==> src/rtl/cof_pkg.sv <==
// Package: shared types for the cell output header formatter.
// Assumes: one phase per word kind; a sub-counter indexes within a phase.
package cof_pkg;
    typedef enum logic [2:0] {
        ST_IDLE = 3'd0,
        ST_ADDR = 3'd1,
        ST_HDR  = 3'd2,
        ST_H5   = 3'd3,
        ST_PAY  = 3'd4
    } cof_state_e;

    typedef struct packed {
        logic bus8;
        logic h5_en;
        logic chan_h5;
    } cof_fmt_t;
endpackage

==> src/rtl/cof_poll_ctrl.sv <==
// Module: poll answer, select decode and transfer-error status/interrupt.
// Assumes: strobes are single-cycle; a select while busy is ignored.
module cof_poll_ctrl #(
    parameter int ADDR_W = 5
) (
    input  logic              clk,
    input  logic              rst_n,
    input  logic              port_slave,
    input  logic [ADDR_W-1:0] port_addr,
    input  logic              cell_avail,
    input  logic              bus_poll,
    input  logic              bus_sel,
    input  logic [ADDR_W-1:0] bus_addr,
    input  logic              busy,
    input  logic              sts_rd,
    input  logic              xfer_ie,
    output logic              out_ca,
    output logic              start,
    output logic              sts_xfer_err,
    output logic              int_n
);
    logic polled_ca;
    logic hit_poll;
    logic hit_sel;
    logic err_now;

    // Address decode of poll and select strobes
    always_comb begin
        hit_poll = bus_poll && (bus_addr == port_addr);
        hit_sel  = bus_sel && (bus_addr == port_addr);
        start    = hit_sel && !busy && polled_ca;
        err_now  = hit_sel && !busy && !polled_ca && port_slave;
    end

    // Last polled cell-available value; consumed by a start
    always_ff @(posedge clk) begin
        if (!rst_n)        polled_ca <= 1'b0;
        else if (hit_poll) polled_ca <= cell_avail;
        else if (start)    polled_ca <= 1'b0;
    end

    // Sticky transfer-error status; a new error wins over a read
    always_ff @(posedge clk) begin
        if (!rst_n)       sts_xfer_err <= 1'b0;
        else if (err_now) sts_xfer_err <= 1'b1;
        else if (sts_rd)  sts_xfer_err <= 1'b0;
    end

    // Poll answer and interrupt outputs
    always_comb begin
        out_ca = polled_ca;
        int_n  = !(sts_xfer_err && xfer_ie);
    end

    assert_err_on_bad_select_R7: assert property (@(posedge clk) disable iff (!rst_n)
        (bus_sel && bus_addr == port_addr && !busy && !out_ca && port_slave) |=> sts_xfer_err);

    assert_no_err_in_master_R8: assert property (@(posedge clk) disable iff (!rst_n)
        !port_slave |=> !$rose(sts_xfer_err));

    assert_read_clears_R9: assert property (@(posedge clk) disable iff (!rst_n)
        (sts_rd && !bus_sel) |=> !sts_xfer_err);

    assert_start_consumes_R6: assert property (@(posedge clk) disable iff (!rst_n)
        (start && !bus_poll) |=> !out_ca);
endmodule

==> src/rtl/cof_word_seq.sv <==
// Module: word sequencer; latches the cell format at start and steps
// through channel, header, H5 and payload phases on each read.
// Assumes: the start pulse is only given while idle.
module cof_word_seq
    import cof_pkg::*;
#(
    parameter int PL_BYTES = 48
) (
    input  logic             clk,
    input  logic             rst_n,
    input  logic             start,
    input  cof_fmt_t         fmt_in,
    input  logic             bus_rd,
    input  logic             pl_valid,
    output cof_state_e       state,
    output logic [1:0]       hdr_idx,
    output cof_fmt_t         fmt,
    output logic             advance,
    output logic             pl_ready,
    output logic             first,
    output logic             last,
    output logic             busy
);
    localparam int PL_WORDS16 = PL_BYTES / 2;
    localparam int CNT_W      = $clog2(PL_BYTES);

    logic [CNT_W-1:0] cnt;
    logic [CNT_W-1:0] hdr_last;
    logic [CNT_W-1:0] pl_last;

    // Phase limits from the latched format
    always_comb begin
        hdr_last = fmt.bus8 ? CNT_W'(3) : CNT_W'(1);
        pl_last  = fmt.bus8 ? CNT_W'(PL_BYTES - 1) : CNT_W'(PL_WORDS16 - 1);
        busy     = (state != ST_IDLE);
        advance  = bus_rd && busy && ((state != ST_PAY) || pl_valid);
        pl_ready = bus_rd && (state == ST_PAY);
        last     = (state == ST_PAY) && (cnt == pl_last);
        hdr_idx  = cnt[1:0];
    end

    // Phase and sub-counter stepping
    always_ff @(posedge clk) begin
        if (!rst_n) begin
            state <= ST_IDLE;
            cnt   <= '0;
            fmt   <= '0;
        end else begin
            case (state)
                ST_IDLE: if (start) begin
                    fmt   <= fmt_in;
                    cnt   <= '0;
                    state <= fmt_in.chan_h5 ? ST_HDR : ST_ADDR;
                end
                ST_ADDR: if (advance) begin
                    state <= ST_HDR;
                    cnt   <= '0;
                end
                ST_HDR: if (advance) begin
                    if (cnt == hdr_last) begin
                        cnt   <= '0;
                        state <= fmt.h5_en ? ST_H5 : ST_PAY;
                    end else begin
                        cnt <= cnt + 1'b1;
                    end
                end
                ST_H5: if (advance) begin
                    state <= ST_PAY;
                    cnt   <= '0;
                end
                ST_PAY: if (advance) begin
                    if (last) begin
                        state <= ST_IDLE;
                        cnt   <= '0;
                    end else begin
                        cnt <= cnt + 1'b1;
                    end
                end
                default: state <= ST_IDLE;
            endcase
        end
    end

    // First-word flag for start-of-cell marking
    always_ff @(posedge clk) begin
        if (!rst_n)        first <= 1'b0;
        else if (start && state == ST_IDLE) first <= 1'b1;
        else if (advance)  first <= 1'b0;
    end

    // Checker: words emitted per cell against the latched format
    logic [CNT_W:0] chk_words;
    logic [CNT_W:0] chk_expect;
    always_comb begin
        chk_expect = (CNT_W+1)'(fmt.chan_h5 ? 0 : 1)
                   + (CNT_W+1)'(fmt.bus8 ? 4 : 2)
                   + (CNT_W+1)'(fmt.h5_en ? 1 : 0)
                   + (CNT_W+1)'(fmt.bus8 ? PL_BYTES : PL_WORDS16);
    end
    // Count words advanced in the current cell
    always_ff @(posedge clk) begin
        if (!rst_n)                     chk_words <= '0;
        else if (advance && last)       chk_words <= '0;
        else if (advance)               chk_words <= chk_words + 1'b1;
    end

    assert_cell_length_R1: assert property (@(posedge clk) disable iff (!rst_n)
        (advance && last) |-> (chk_words + 1'b1 == chk_expect));

    assert_start_leaves_idle_R6: assert property (@(posedge clk) disable iff (!rst_n)
        (start && state == ST_IDLE) |=> (state != ST_IDLE));

    assert_no_chan_word_in_h5_mode_R4: assert property (@(posedge clk) disable iff (!rst_n)
        (state == ST_ADDR) |-> !fmt.chan_h5);
endmodule

==> src/rtl/cof_word_mux.sv <==
// Module: assembles the current output word from phase, index and format.
// Assumes: CHAN_W < 8 so the channel fits under the match bits in an H5 byte.
module cof_word_mux
    import cof_pkg::*;
#(
    parameter int DATA_W = 16,
    parameter int CHAN_W = 5
) (
    input  cof_state_e          state,
    input  logic [1:0]          hdr_idx,
    input  cof_fmt_t            fmt,
    input  logic [CHAN_W-1:0]   chan_id,
    input  logic [31:0]         cell_hdr,
    input  logic [7:0]          cell_h5,
    input  logic [7:0]          cell_udf,
    input  logic [DATA_W-CHAN_W-1:0] xm,
    input  logic [DATA_W-1:0]   pl_data,
    output logic [DATA_W-1:0]   word
);
    localparam int XM8_W = 8 - CHAN_W;

    logic [7:0] hdr_byte;
    logic [7:0] h5_byte;

    // Header byte pick and 8-bit H5 packing
    always_comb begin
        case (hdr_idx)
            2'd0:    hdr_byte = cell_hdr[31:24];
            2'd1:    hdr_byte = cell_hdr[23:16];
            2'd2:    hdr_byte = cell_hdr[15:8];
            default: hdr_byte = cell_hdr[7:0];
        endcase
        h5_byte = fmt.chan_h5 ? {xm[XM8_W-1:0], chan_id} : cell_h5;
    end

    // Word selection per phase and width
    always_comb begin
        word = '0;
        case (state)
            ST_ADDR: word = DATA_W'(chan_id);
            ST_HDR: begin
                if (fmt.bus8)          word = DATA_W'(hdr_byte);
                else if (hdr_idx[0])   word = cell_hdr[15:0];
                else                   word = cell_hdr[31:16];
            end
            ST_H5: begin
                if (fmt.bus8)          word = DATA_W'(h5_byte);
                else if (fmt.chan_h5)  word = {xm, chan_id};
                else                   word = {cell_h5, cell_udf};
            end
            ST_PAY: word = fmt.bus8 ? DATA_W'(pl_data[7:0]) : pl_data;
            default: word = '0;
        endcase
    end
endmodule

==> src/rtl/cof_cell_formatter.sv <==
// Module: top of the cell output header formatter. Holds the extended
// match register and the registered output word; wires poll control,
// sequencer and word mux.
// Assumes: header inputs are stable while a cell is being read.
module cof_cell_formatter
    import cof_pkg::*;
#(
    parameter int ADDR_W   = 5,
    parameter int CHAN_W   = 5,
    parameter int DATA_W   = 16,
    parameter int PL_BYTES = 48,
    localparam int XM_W    = DATA_W - CHAN_W
) (
    input  logic              clk,
    input  logic              rst_n,
    input  logic              bus8,
    input  logic              port_slave,
    input  logic              cfg_h5_en,
    input  logic              cfg_chan_in_h5,
    input  logic              cfg_xfer_ie,
    input  logic              xm_wr,
    input  logic [XM_W-1:0]   xm_wdata,
    input  logic [ADDR_W-1:0] port_addr,
    input  logic [CHAN_W-1:0] chan_id,
    input  logic              cell_avail,
    input  logic [31:0]       cell_hdr,
    input  logic [7:0]        cell_h5,
    input  logic [7:0]        cell_udf,
    input  logic              pl_valid,
    input  logic [DATA_W-1:0] pl_data,
    output logic              pl_ready,
    input  logic              bus_poll,
    input  logic              bus_sel,
    input  logic [ADDR_W-1:0] bus_addr,
    input  logic              bus_rd,
    output logic              out_ca,
    output logic              out_valid,
    output logic              out_soc,
    output logic              out_eoc,
    output logic [DATA_W-1:0] out_data,
    input  logic              sts_rd,
    output logic              sts_xfer_err,
    output logic              int_n
);
    logic [XM_W-1:0] xm;
    cof_fmt_t        fmt_in;
    cof_fmt_t        fmt;
    cof_state_e      state;
    logic [1:0]      hdr_idx;
    logic            start;
    logic            advance;
    logic            first;
    logic            last;
    logic            busy;
    logic [DATA_W-1:0] word;

    // Extended match register, zero after reset
    always_ff @(posedge clk) begin
        if (!rst_n)     xm <= '0;
        else if (xm_wr) xm <= xm_wdata;
    end

    // Effective format from strap and configuration
    always_comb begin
        fmt_in.bus8    = bus8;
        fmt_in.h5_en   = cfg_h5_en;
        fmt_in.chan_h5 = cfg_chan_in_h5 && port_slave && cfg_h5_en;
    end

    cof_poll_ctrl #(.ADDR_W(ADDR_W)) u_poll (
        .clk          (clk),
        .rst_n        (rst_n),
        .port_slave   (port_slave),
        .port_addr    (port_addr),
        .cell_avail   (cell_avail),
        .bus_poll     (bus_poll),
        .bus_sel      (bus_sel),
        .bus_addr     (bus_addr),
        .busy         (busy),
        .sts_rd       (sts_rd),
        .xfer_ie      (cfg_xfer_ie),
        .out_ca       (out_ca),
        .start        (start),
        .sts_xfer_err (sts_xfer_err),
        .int_n        (int_n)
    );

    cof_word_seq #(.PL_BYTES(PL_BYTES)) u_seq (
        .clk      (clk),
        .rst_n    (rst_n),
        .start    (start),
        .fmt_in   (fmt_in),
        .bus_rd   (bus_rd),
        .pl_valid (pl_valid),
        .state    (state),
        .hdr_idx  (hdr_idx),
        .fmt      (fmt),
        .advance  (advance),
        .pl_ready (pl_ready),
        .first    (first),
        .last     (last),
        .busy     (busy)
    );

    cof_word_mux #(.DATA_W(DATA_W), .CHAN_W(CHAN_W)) u_mux (
        .state    (state),
        .hdr_idx  (hdr_idx),
        .fmt      (fmt),
        .chan_id  (chan_id),
        .cell_hdr (cell_hdr),
        .cell_h5  (cell_h5),
        .cell_udf (cell_udf),
        .xm       (xm),
        .pl_data  (pl_data),
        .word     (word)
    );

    // Registered output word with cell markers
    always_ff @(posedge clk) begin
        if (!rst_n) begin
            out_valid <= 1'b0;
            out_soc   <= 1'b0;
            out_eoc   <= 1'b0;
            out_data  <= '0;
        end else begin
            out_valid <= advance;
            out_soc   <= advance && first;
            out_eoc   <= advance && last;
            if (advance) out_data <= word;
        end
    end

    assert_soc_with_valid_R10: assert property (@(posedge clk) disable iff (!rst_n)
        out_soc |-> (out_valid && !out_eoc));

    assert_eoc_with_valid_R10: assert property (@(posedge clk) disable iff (!rst_n)
        out_eoc |-> out_valid);

    assert_byte_lane_R1: assert property (@(posedge clk) disable iff (!rst_n)
        (out_valid && fmt.bus8) |-> (out_data[DATA_W-1:8] == '0));

    assert_xm_write_R5: assert property (@(posedge clk) disable iff (!rst_n)
        xm_wr |=> (xm == $past(xm_wdata)));
endmodule

==> config.mk <==
export PLATFORM = sky130hd
export DESIGN_NAME = cof_cell_formatter
export DESIGN_NICKNAME = d
export VERILOG_FILES = /design/src/rtl/cof_pkg.sv /design/src/rtl/cof_poll_ctrl.sv /design/src/rtl/cof_word_seq.sv /design/src/rtl/cof_word_mux.sv /design/src/rtl/cof_cell_formatter.sv
export SDC_FILE = /design/constraint.sdc
export NUM_CORES = 1
export LEC_CHECK = 0
export ABC_AREA = 1
export BUFFER_PORTS_ARGS = -buffer_cell sky130_fd_sc_hd__buf_4
export CAP_MARGIN = 15
export CORE_ASPECT_RATIO = 0.5
export CORE_MARGIN = 4
export CORE_UTILIZATION = 36
export DETAILED_ROUTE_END_ITERATION = 10
export SETUP_SLACK_MARGIN = 0.4
export SLEW_MARGIN = 20
export SYNTH_ARGS = -nofsm -noshare
export SYNTH_HDL_FRONTEND = slang
export SYNTH_SLANG_ARGS = --single-unit
==> constraint.sdc <==
create_clock -name clk -period 4.2 [get_ports clk]
set_input_delay 0.42 -clock clk [delete_from_list [all_inputs] [get_ports clk]]
set_output_delay 0.42 -clock clk [all_outputs]
set_load 0.02 [all_outputs]
==> results of run 1 <==
flip-flops by register name, indices dropped and copies added, names as in the netlist:
signal and flops:
out_data 16, xm 11, u_seq.cnt 6, u_seq.fmt 3
u_seq.state 3, out_eoc 1, out_soc 1, out_valid 1
u_poll.out_ca 1, u_poll.sts_xfer_err 1, u_seq.first 1
where the power goes:
part	total, mW	switching, mW	internal (mW)
clock	0.474	0.188	0.285
sequential	0.550	0.0627	0.487
combinational	0.822	0.520	0.302
cells by family (layout without fill, tap and decap cells):
| logic type | after synthesis | in the layout |
|---|---|---|
| AO/OA/AOI/OAI | 141 | 141 |
| adder cells (fa/ha/maj) | 4 | 4 |
| buffers and inverters | 90 | 203 |
| flip-flops | 45 | 45 |
| AND/OR/NAND/NOR | 228 | 228 |
worst min-delay path: stages:
cell and delay (ns):
buf_4 0.08, nor2_1 0.04, nor2_1 0.08
area by class of cell:
| cell class | instances | area share (%) |
|---|---|---|
| clock inverters | 3 | 1.10 |
| flip-flops and latches | 45 | 20.9 |
| inverters | 69 | 6.05 |
| well taps | 112 | 3.24 |
| repair buffers | 126 | 21.9 |
| multi-input cells | 373 | 44.0 |
| clock buffers | 5 | 2.90 |
layout by cell type, fill, tap and decap left out, types with 3 or more instances in the layout:
cell type and instances:
nand2_2 5, a31oi_1 5, a21oi_2 4, nor2_4 3, nor3_1 3, clkbuf_16 5
a21oi_1 51, inv_2 6, buf_4 126, dfxtp_1 45, inv_1 62, nand2_1 136
nor2_1 39, nand4_1 10, o21ai_0 58, o211ai_1 5, ha_1 4, nand3_1 19
o221ai_1 11
layer usage:
metal / vias to the layer above / track usage [%] / wire length [um]
met4: 0 / 3.54 / 51
met3: 4 / 4.56 / 971
met2: 148 / 29.6 / 4610
met1: 1681 / 32.6 / 5640
li1: 1904 / - / -
met5: - / 0 / 0
worst paths after layout:
| path | from | to | slack [ns] | depth (start not counted) |
|---|---|---|---|---|
| max reg2reg | u_seq.cnt[0]$_SDFFE_PN0P_ | out_data[0]$_SDFFE_PN0P_ | 1.72 | 8 |
| min reg2reg | u_seq.first$_SDFFE_PN0P_ | out_soc$_SDFF_PN0_ | 0.46 | 2 |
| max | u_seq.cnt[0]$_SDFFE_PN0P_ | out_data[0]$_SDFFE_PN0P_ | 1.72 | 8 |
| min | xm_wdata[0] | xm[0]$_SDFFE_PN0P_ | 0.35 | 3 |
==> summary.txt, run 1 <==
gpl congestion = 0.898
fillers = 856
Setup Buffers After CTS = 0
Avg WL per Cell = 15.4 um
Port Buffers = 126
area fraction of the dominant cell type after synthesis = 28.5%
die height = 74.3 um
Slew HR = 38.8%
die area = 0.0104 mm2
RSZ-0062 raised after global routing = no
Post-Layout Inst Area = 0.00432 mm2
PostCTS Resize Cnt = 0
die span in x = 141 um
critical path fanouts, max = 23
P&R area growth vs syn = 36.5%
Rows = 23
dominant synthesized flop cell = dfxtp_1
Syn Inst Count = 508
Synth Register Bits = 45
Compound-Gate Fraction of Synth Area = 25.4%
Worst EP required = 4.36 ns
status = finished clean
Worst-Skew Late Latency = 0.29 ns
post-layout util = 52.3%
clock buffer depth = 2
clk slew on worst S/H paths = 0.07 ns
Min-Delay Path Class = in -> reg
Sink Count = 45
Hold-fix buffers, CTS = 0
dpl hpwl = 8.63 mm
number of global-route vias before repair = 3,232
Syn Nets = 616
ant diodes = 0
power density over the cells = 427 mW/mm2
via count = 3,737
post-synthesis mux area share = 0%
cell family with most CP delay = flip-flops
Initial Util = 38.3%
Post-Layout Cell Count = 733
DRT Pass-1 Iters = 5
Simple-Gate Fraction of Synth Area = 33.0%
Overflow after GRT = 0
sequential element share of the synthesized area = 28.5%
io pins = 127
placed cells = 725
core area = 0.00826 mm2
Tot Pwr = 1.85 mW
share of post-route cells with drive strength above 1 = 26.7%
pin slew with the least headroom to its limit = 0.917 ns
Pleak = 2.06 nW
max_cap viols = 0
Reg area = 901 um2
First DRT Iteration DRCs = 358
vias per inst = 5.10
largest cells by area after synthesis = dfxtp_1, nand2_1, o21ai_0
largest family of logic cells by synthesized area = simple AND/OR/NAND/NOR gates
CP Class = reg -> reg
Final WS setup = 1.72 ns
placed cell area = 0.00415 mm2
yosys warns = 0
clock root buffer = clkbuf_16
CTS Buf Count = 5
htree depth = 2
Synth cell types = 37
crit-path cells = inv_1 -> ha_1 -> a21oi_1 -> o221ai_1 -> o211ai_1 -> nand2_1 -> nand2_1 -> a21oi_1
final setup fails = 0
Post-Syn Area = 0.00316 mm2
hold slack = 0.345 ns
TritonCTS clock tree = yes
antenna violations before repair = 0
post-layout minimum cycle time = 2.48 ns
multi-input logic area = 0.00190 mm2
largest net degree at the start of global routing = 33
Worst setup EP type = flop
Bufs and invs on worst path = 1
Final Hold Fails = 0
Total GRT Usage = 21.0%
dominant cell type by area after synthesis = dfxtp_1
Avg Cell Area, Syn = 6.23 um2
Slowest-stage cell, CP = dfxtp_1
setup TNS = 0 ns
most common cell in the netlist = nand2_1
post-route ant nets = 0
DRC Markers = 0
period utilization = 59.0%
ys async rst share = 0%
maximum clock rate = 0.403 GHz
Post-synth EDFFs = 0
Routed WL = 11.3 mm
crit path DAT = 2.64 ns
dpl ws = 1.76 ns
maximum vdd drop = 0.000205 V
crit start category = flop
Synth Area in Adders = 1.58%
Synth Area in XOR/XNOR = 0%
crit-path max cell delay = 0.78 ns
first-pass GRT wire length = 17.2 mm
fin nets = 728
Slew Limit Fails = 0
most frequent cells after synthesis = nand2_1, inv_1, o21ai_0, a21oi_1, dfxtp_1
Setup Skew = 0.00696 ns
Power figures use the tool's default switching activity.
==> inputs of run 2 (changes only) <==
- clock period: 4.2 -> 2.5 ns (I/O delays scaled with it)
==> run 2 against run 1 <==
  * First-iteration DRC count fell by 20%
  * Cell count rose by 1.1%
  * Largest cell class unchanged
  * Via count fell by 1.1%
  * Die area did not move
  * Flip-flop and latch count did not move
  * Clock skew fell by 0.00071 ns
  * Clock power rose by 60%
  * Sequential power rose by 63%
  * Critical path type unchanged
  * Total power rose by 67%
  * Core utilization rose by 0.71 points
  * Global-route usage fell by 0.15 points
  * Register-to-register slack got worse by 1.1 ns
==> summary.txt, run 2 (synthesis gave the netlist of run 1 again) <==
status = finished clean
io pins = 127 (unchanged)
post-layout minimum cycle time = 1.85 ns (-0.632 ns)
crit start category = flop
Reg with most FFs = out_data
crit-path cells = nor2_2 -> nand2_1 -> nand2_2 -> clkinvlp_4 -> nand2_2 -> nor2_4 -> nand2_1 -> a21oi_2
ant diodes = 0 (unchanged)
Tot Pwr = 3.08 mW (+67%)
placed cells = 731 (+0.83%)
power density over the cells = 704 mW/mm2 (+65%)
critical path fanouts, max = 14 (-39%)
Total GRT Usage = 20.8% (-0.15 points)
Routed WL = 11.2 mm (-1.1%)
die area = 0.0104 mm2 (unchanged)
Gate power share = 46.3% (+1.8 points)
Reg area = 901 um2 (unchanged)
placed cell area = 0.00419 mm2 (+1.1%)
Post-Layout Inst Area = 0.00438 mm2 (+1.4%)
multi-input logic area = 0.00190 mm2 (unchanged)
Post-Layout Cell Count = 741 (+1.1%)
Rows = 23 (unchanged)
via count = 3,696 (-1.1%)
period utilization = 73.8% (+15 points)
vias per inst = 4.99 (-2.2%)
fillers = 873 (+2.0%)
Final Hold Fails = 0 (unchanged)
pin slew with the least headroom to its limit = 0.644 ns (-0.273 ns)
TritonCTS clock tree = yes
DRT Pass-1 Iters = 5 (unchanged)
maximum vdd drop = 0.000344 V (+68%)
clk slew on worst S/H paths = 0.06 ns (about the same)
commonest non-fill, non-tap cell in the layout = nand2_1
Slew HR = 56.6% (+18 points)
share of post-route cells with drive strength above 1 = 27.7% (+0.93 points)
commonest cells after routing, fill and taps aside = nand2_1, buf_4, inv_1
final setup fails = 0 (unchanged)
Pleak = 2.08 nW (+1.4%)
max FFs per register = 16 (unchanged)
number of global-route vias before repair = 3,324 (+2.8%)
Initial Util = 38.3% (unchanged)
Worst setup EP type = flop
Slowest-stage cell, CP = dfxtp_1
Hold-fix buffers, CTS = 0 (unchanged)
largest net degree at the start of global routing = 33 (unchanged)
Sw Ratio = 40.8% (-0.93 points)
die span in x = 141 um (unchanged)
internal power = 1.82 mW (+70%)
maximum clock rate = 0.542 GHz (+34%)
htree depth = 2 (unchanged)
setup TNS = 0 ns (unchanged)
Min-Delay Path Class = in -> reg
first-pass GRT wire length = 17.2 mm (-0.16%)
Overflow after GRT = 0 (unchanged)
max_cap viols = 0 (unchanged)
Net Sw Power = 1.26 mW (+63%)
largest registers = out_data x16, xm x11, u_seq.cnt x6
Worst EP required = 2.66 ns (-1.70 ns)
gpl congestion = 0.867 (-3.4%)
dpl hpwl = 8.69 mm (+0.64%)
clock root buffer = clkbuf_16
Port Buffers = 126 (unchanged)
CTS Buf Count = 5 (unchanged)
Seq pwr share = 29.1% (-0.7 points)
Worst-Skew Late Latency = 0.29 ns (about the same)
crit path DAT = 2.01 ns (-0.63 ns)
Slew Limit Fails = 0 (unchanged)
CP Class = reg -> reg
Avg WL per Cell = 15.1 um (-2.1%)
First DRT Iteration DRCs = 286 (-20%)
P&R area growth vs syn = 38.4%
antenna violations before repair = 0 (unchanged)
Clock Power Share = 24.7% (-1.0 points)
crit-path max cell delay = 0.36 ns (-0.42 ns)
Setup Skew = 0.00625 ns (-0.000713 ns)
fin nets = 736 (+1.1%)
Sink Count = 45 (unchanged)
clock buffer depth = 2 (unchanged)
core area = 0.00826 mm2 (unchanged)
die height = 74.3 um (unchanged)
RSZ-0062 raised after global routing = no
post-route ant nets = 0 (unchanged)
DRC Markers = 0 (unchanged)
[run 2: cell count changes in the layout (fill, tap and decap cells not counted)]
cell / previous run / this run
buf_4: 126 / 134
inv_6: 2 / 0
clkbuf_1: 0 / 1
clkinv_4: 0 / 1
clkinvlp_4: 0 / 1
inv_1: 62 / 61
[run 2: path summary, 6_finish.rpt]
path	slack, ns	to	from	cells after the start
max reg2reg	0.65	out_data[15]$_SDFFE_PN0P_	u_seq.state[0]$_SDFFE_PN0P_	8
max	0.65	out_data[15]$_SDFFE_PN0P_	u_seq.state[0]$_SDFFE_PN0P_	8
min	0.17	xm[9]$_SDFFE_PN0P_	xm_wdata[9]	3
min reg2reg	0.45	out_soc$_SDFF_PN0_	u_seq.first$_SDFFE_PN0P_	2
[run 2: power groups by stage]
| stage | logic [mW] | registers [mW] | clock network [mW] |
|---|---|---|---|
| after floorplan | 0.878 | 0.960 | 0 |
| after global placement | 1.40 | 0.910 | 0 |
| after detailed placement | 1.40 | 0.910 | 0 |
| after CTS | 1.40 | 0.895 | 0.774 |
| after global routing | 1.58 | 0.906 | 0.797 |
| final | 1.43 | 0.896 | 0.760 |
[run 2: layout make-up]
class                           count  share of cell area (%)
Inverter                           69                    6.06
Clock buffer                        6                    2.94
Sequential cell                    45                    20.6
Tap cell                          112                    3.20
Timing Repair Buffer              134                    23.0
Multi-Input combinational cell    373                    43.4
Clock inverter                      2                   0.886
[run 2: critical path: cells and delay by family (launching register included)]
kind                   cells  cell delay (ns)
and+or+nand+nor            6             0.96
DFF                        1             0.36
buffers and inverters      1             0.34
AOI/OAI and AO/OA          1             0.05
[run 2: timing repair]
action | 4_1_cts | 5_1_grt
setup buffers | 0 | 2
resized for setup | 0 | 1
endpoints found under the setup margin | 0 | 9
[run 2: layer usage]
layer	GRT usage [%]	vias up	part of all wire, %
met1	31.1	1627	49
met5	0	-	0
li1	-	1927	-
met2	30.7	131	43
met3	4.17	11	6.7
met4	5.16	0	1.2
[run 2: per-stage QoR]
stage | hold slack (ns) | utilization (%) | setup slack [ns]
after CTS | 0.174 | 52.8 | 0.460
after global placement | 0.437 | 50.8 | 0.468
after detailed placement | 0.441 | 50.8 | 0.492
after floorplan | 0.385 | - | 0.971
after global routing | 0.194 | 53.0 | 0.458
final | 0.174 | 53.0 | 0.654
==> inputs of run 3 (changes only) <==
- clock period: 2.5 -> 1.7 ns (I/O delays scaled with it)
==> run 3 against run 2 <==
  * Cell count up 4.9%
  * Critical endpoint is now pl_ready
  * Combinational power grew 90%
  * Clock power up 36%
  * Core utilization up 7.1 points
  * First-iteration DRC count is 19% higher
  * Largest power group unchanged
==> summary.txt, run 3 (synthesis gave the netlist of run 1 again) <==
status = finished clean
Top Metal Used = met4
internal power = 2.94 mW (+61%)
crit start category = flop
Slew Limit Fails = 0 (unchanged)
WL met3 = 851 um (+14%)
Reg with most FFs = out_data
placed cells = 747 (+2.2%)
critical path fanouts, max = 4 (-10)
power density over the cells = 1030 mW/mm2 (+46%)
vias per inst = 5.08 (+1.8%)
hold depth = 3 (unchanged)
first-pass GRT wire length = 18.7 mm (+8.3%)
crit-path cells = nor2_4 -> inv_2 -> nor2_8 -> inv_4 -> nor2_1 -> buf_4
Slowest-stage cell, CP = dfxtp_4
cell family with most CP delay = simple AND/OR/NAND/NOR gates
Worst-Skew Late Latency = 0.30 ns (about the same)
Gate power share = 53.1% (+6.8 points)
gpl congestion = 0.904 (+4.2%)
final setup fails = 0 (unchanged)
routed wl met2 = 5.19 mm (+8.5%)
RSZ-0062 raised after global routing = yes
maximum clock rate = 0.684 GHz
Sw Ratio = 42.4% (+1.5 points)
Worst EP required = 1.53 ns (-1.13 ns)
maximum vdd drop = 0.000465 V (+35%)
Bufs and invs on worst path = 3 (+2)
clk slew on worst S/H paths = 0.07 ns (about the same)
Reg area = 923 um2 (+2.5%)
Tot Pwr = 5.10 mW (+66%)
clock root buffer = clkbuf_16
crit path DAT = 1.29 ns (-0.72 ns)
number of global-route vias before repair = 3,701 (+11%)
post-layout minimum cycle time = 1.46 ns
ant diodes = 0 (unchanged)
Port Buffers = 126 (unchanged)
CP Class = reg -> out
Seq pwr share = 26.8% (-2.3 points)
post-route ant nets = 0 (unchanged)
Rows = 23 (unchanged)
Overflow after GRT = 0 (unchanged)
Net Sw Power = 2.16 mW (+72%)
io pins = 127 (unchanged)
hold slack = 0.0927 ns (-0.0814 ns)
Initial Util = 38.3% (unchanged)
worst reg2reg path depth = 9 (+1)
clock buffer depth = 2 (unchanged)
Worst setup EP type = output port
die area = 0.0104 mm2 (unchanged)
max_cap viols = 0 (unchanged)
Worst R2R End = out_data[4]$_SDFFE_PN0P_
Setup Skew = 0.00646 ns (+0.000215 ns)
Sink Count = 45 (unchanged)
commonest cells after routing, fill and taps aside = buf_4, nand2_1, inv_1
Clock Power Share = 20.2% (-4.5 points)
Final Hold Fails = 0 (unchanged)
fillers = 809 (-7.3%)
DRT Pass-1 Iters = 4 (-1)
P&R area growth vs syn = 57.0%
Avg WL per Cell = 15.4 um (+2.1%)
Slew HR = 57.2% (+0.62 points)
Pleak = 2.32 nW (+11%)
WL met1 = 5.69 mm (+3.5%)
Hold-fix buffers, CTS = 0 (unchanged)
dpl hpwl = 9.00 mm (+3.6%)
fin nets = 772 (+4.9%)
First DRT Iteration DRCs = 341 (+19%)
flop-to-flop setup slack = 0.25 ns (-0.40 ns)
pin slew with the least headroom to its limit = 0.641 ns (-0.00326 ns)
share of post-route cells with drive strength above 1 = 38.6% (+11 points)
placed cell area = 0.00434 mm2 (+3.5%)
via count = 3,947 (+6.8%)
TritonCTS clock tree = yes
Post-Layout Cell Count = 777 (+4.9%)
Final WS setup = 0.238 ns (-0.416 ns)
die height = 74.3 um (unchanged)
dpl ws = 0.0602 ns (-0.432 ns)
Min-Delay Path Class = in -> reg
multi-input logic area = 0.00213 mm2 (+12%)
post-layout util = 60.1% (+7.1 points)
core area = 0.00826 mm2 (unchanged)
Total GRT Usage = 22.5% (+1.7 points)
hold worst-path end = xm[9]$_SDFFE_PN0P_
Post-Layout Inst Area = 0.00497 mm2 (+13%)
max FFs per register = 16 (unchanged)
largest net degree at the start of global routing = 32 (-3.0%)
DRC Markers = 0 (unchanged)
HP Start = xm_wdata[9]
die span in x = 141 um (unchanged)
period utilization = 86.0%
largest registers = out_data x16, xm x11, u_seq.cnt x6
worst flop-to-flop path startpoint = u_seq.cnt[0]$_SDFFE_PN0P_
Routed WL = 11.9 mm (+7.1%)
setup TNS = 0 ns (unchanged)
CTS Buf Count = 5 (unchanged)
crit-path max cell delay = 0.36 ns (about the same)
commonest non-fill, non-tap cell in the layout = buf_4
htree depth = 2 (unchanged)
antenna violations before repair = 0 (unchanged)
[run 3: cell types whose count changed in the layout (fill, tap and decap cells not counted), sizes merged]
cell | before | now
inv | 68 | 69
clkbuf | 6 | 5
bufinv | 1 | 0
buf | 134 | 170
clkinvlp | 1 | 2
[run 3: cell type report]
class                   count  share of cell area, %
clock buffers               5                   2.52
clock inverters             3                  0.504
inverters                  69                   5.69
multi-input cells         373                   42.9
flip-flops and latches     45                   18.6
well taps                 112                   2.82
repair buffers            170                   27.0
[run 3: worst max-delay path by stage]
stage	start	endpoint	slack [ns]	cells past startpoint
after detailed placement	u_seq.state[0]$_SDFFE_PN0P_	out_data[0]$_SDFFE_PN0P_	0.06	7
after global routing	u_seq.cnt[0]$_SDFFE_PN0P_	u_seq.state[0]$_SDFFE_PN0P_	0.16	11
after global placement	u_seq.state[0]$_SDFFE_PN0P_	out_data[15]$_SDFFE_PN0P_	0.07	9
final	u_seq.state[1]$_SDFFE_PN0P_	pl_ready	0.24	6
after floorplan	u_seq.cnt[0]$_SDFFE_PN0P_	out_data[0]$_SDFFE_PN0P_	0.31	10
after CTS	u_seq.state[0]$_SDFFE_PN0P_	pl_ready	0.23	6
[run 3: worst min-delay path, delay by kind of cell]
| kind | cells | cell delay, ns |
|---|---|---|
| and+or+nand+nor | 2 | 0.11 |
| buffers and inverters | 1 | 0.07 |
[run 3: metal layers]
layer  vias to the layer above  global-route usage (%)
li1                       2004                       -
met1                      1778                    32.2
met2                       146                    34.1
met3                        19                    5.20
met4                         0                    6.87
met5                         -                       0
[run 3: power groups by stage]
stage | Sequential, mW | Clock, mW | Combinational [mW]
after global routing | 1.39 | 1.09 | 2.97
after floorplan | 1.42 | 0 | 1.34
final | 1.37 | 1.03 | 2.71
after global placement | 1.37 | 0 | 2.16
after CTS | 1.36 | 1.05 | 2.44
after detailed placement | 1.36 | 0 | 2.17
[run 3: what timing repair did]
item | in CTS | in global routing
gates resized for setup | 53 | 32
cloned | 0 | 0
pin swaps | 20 | 20
setup endpoints to repair | 27 | 30
setup buffers | 14 | 8
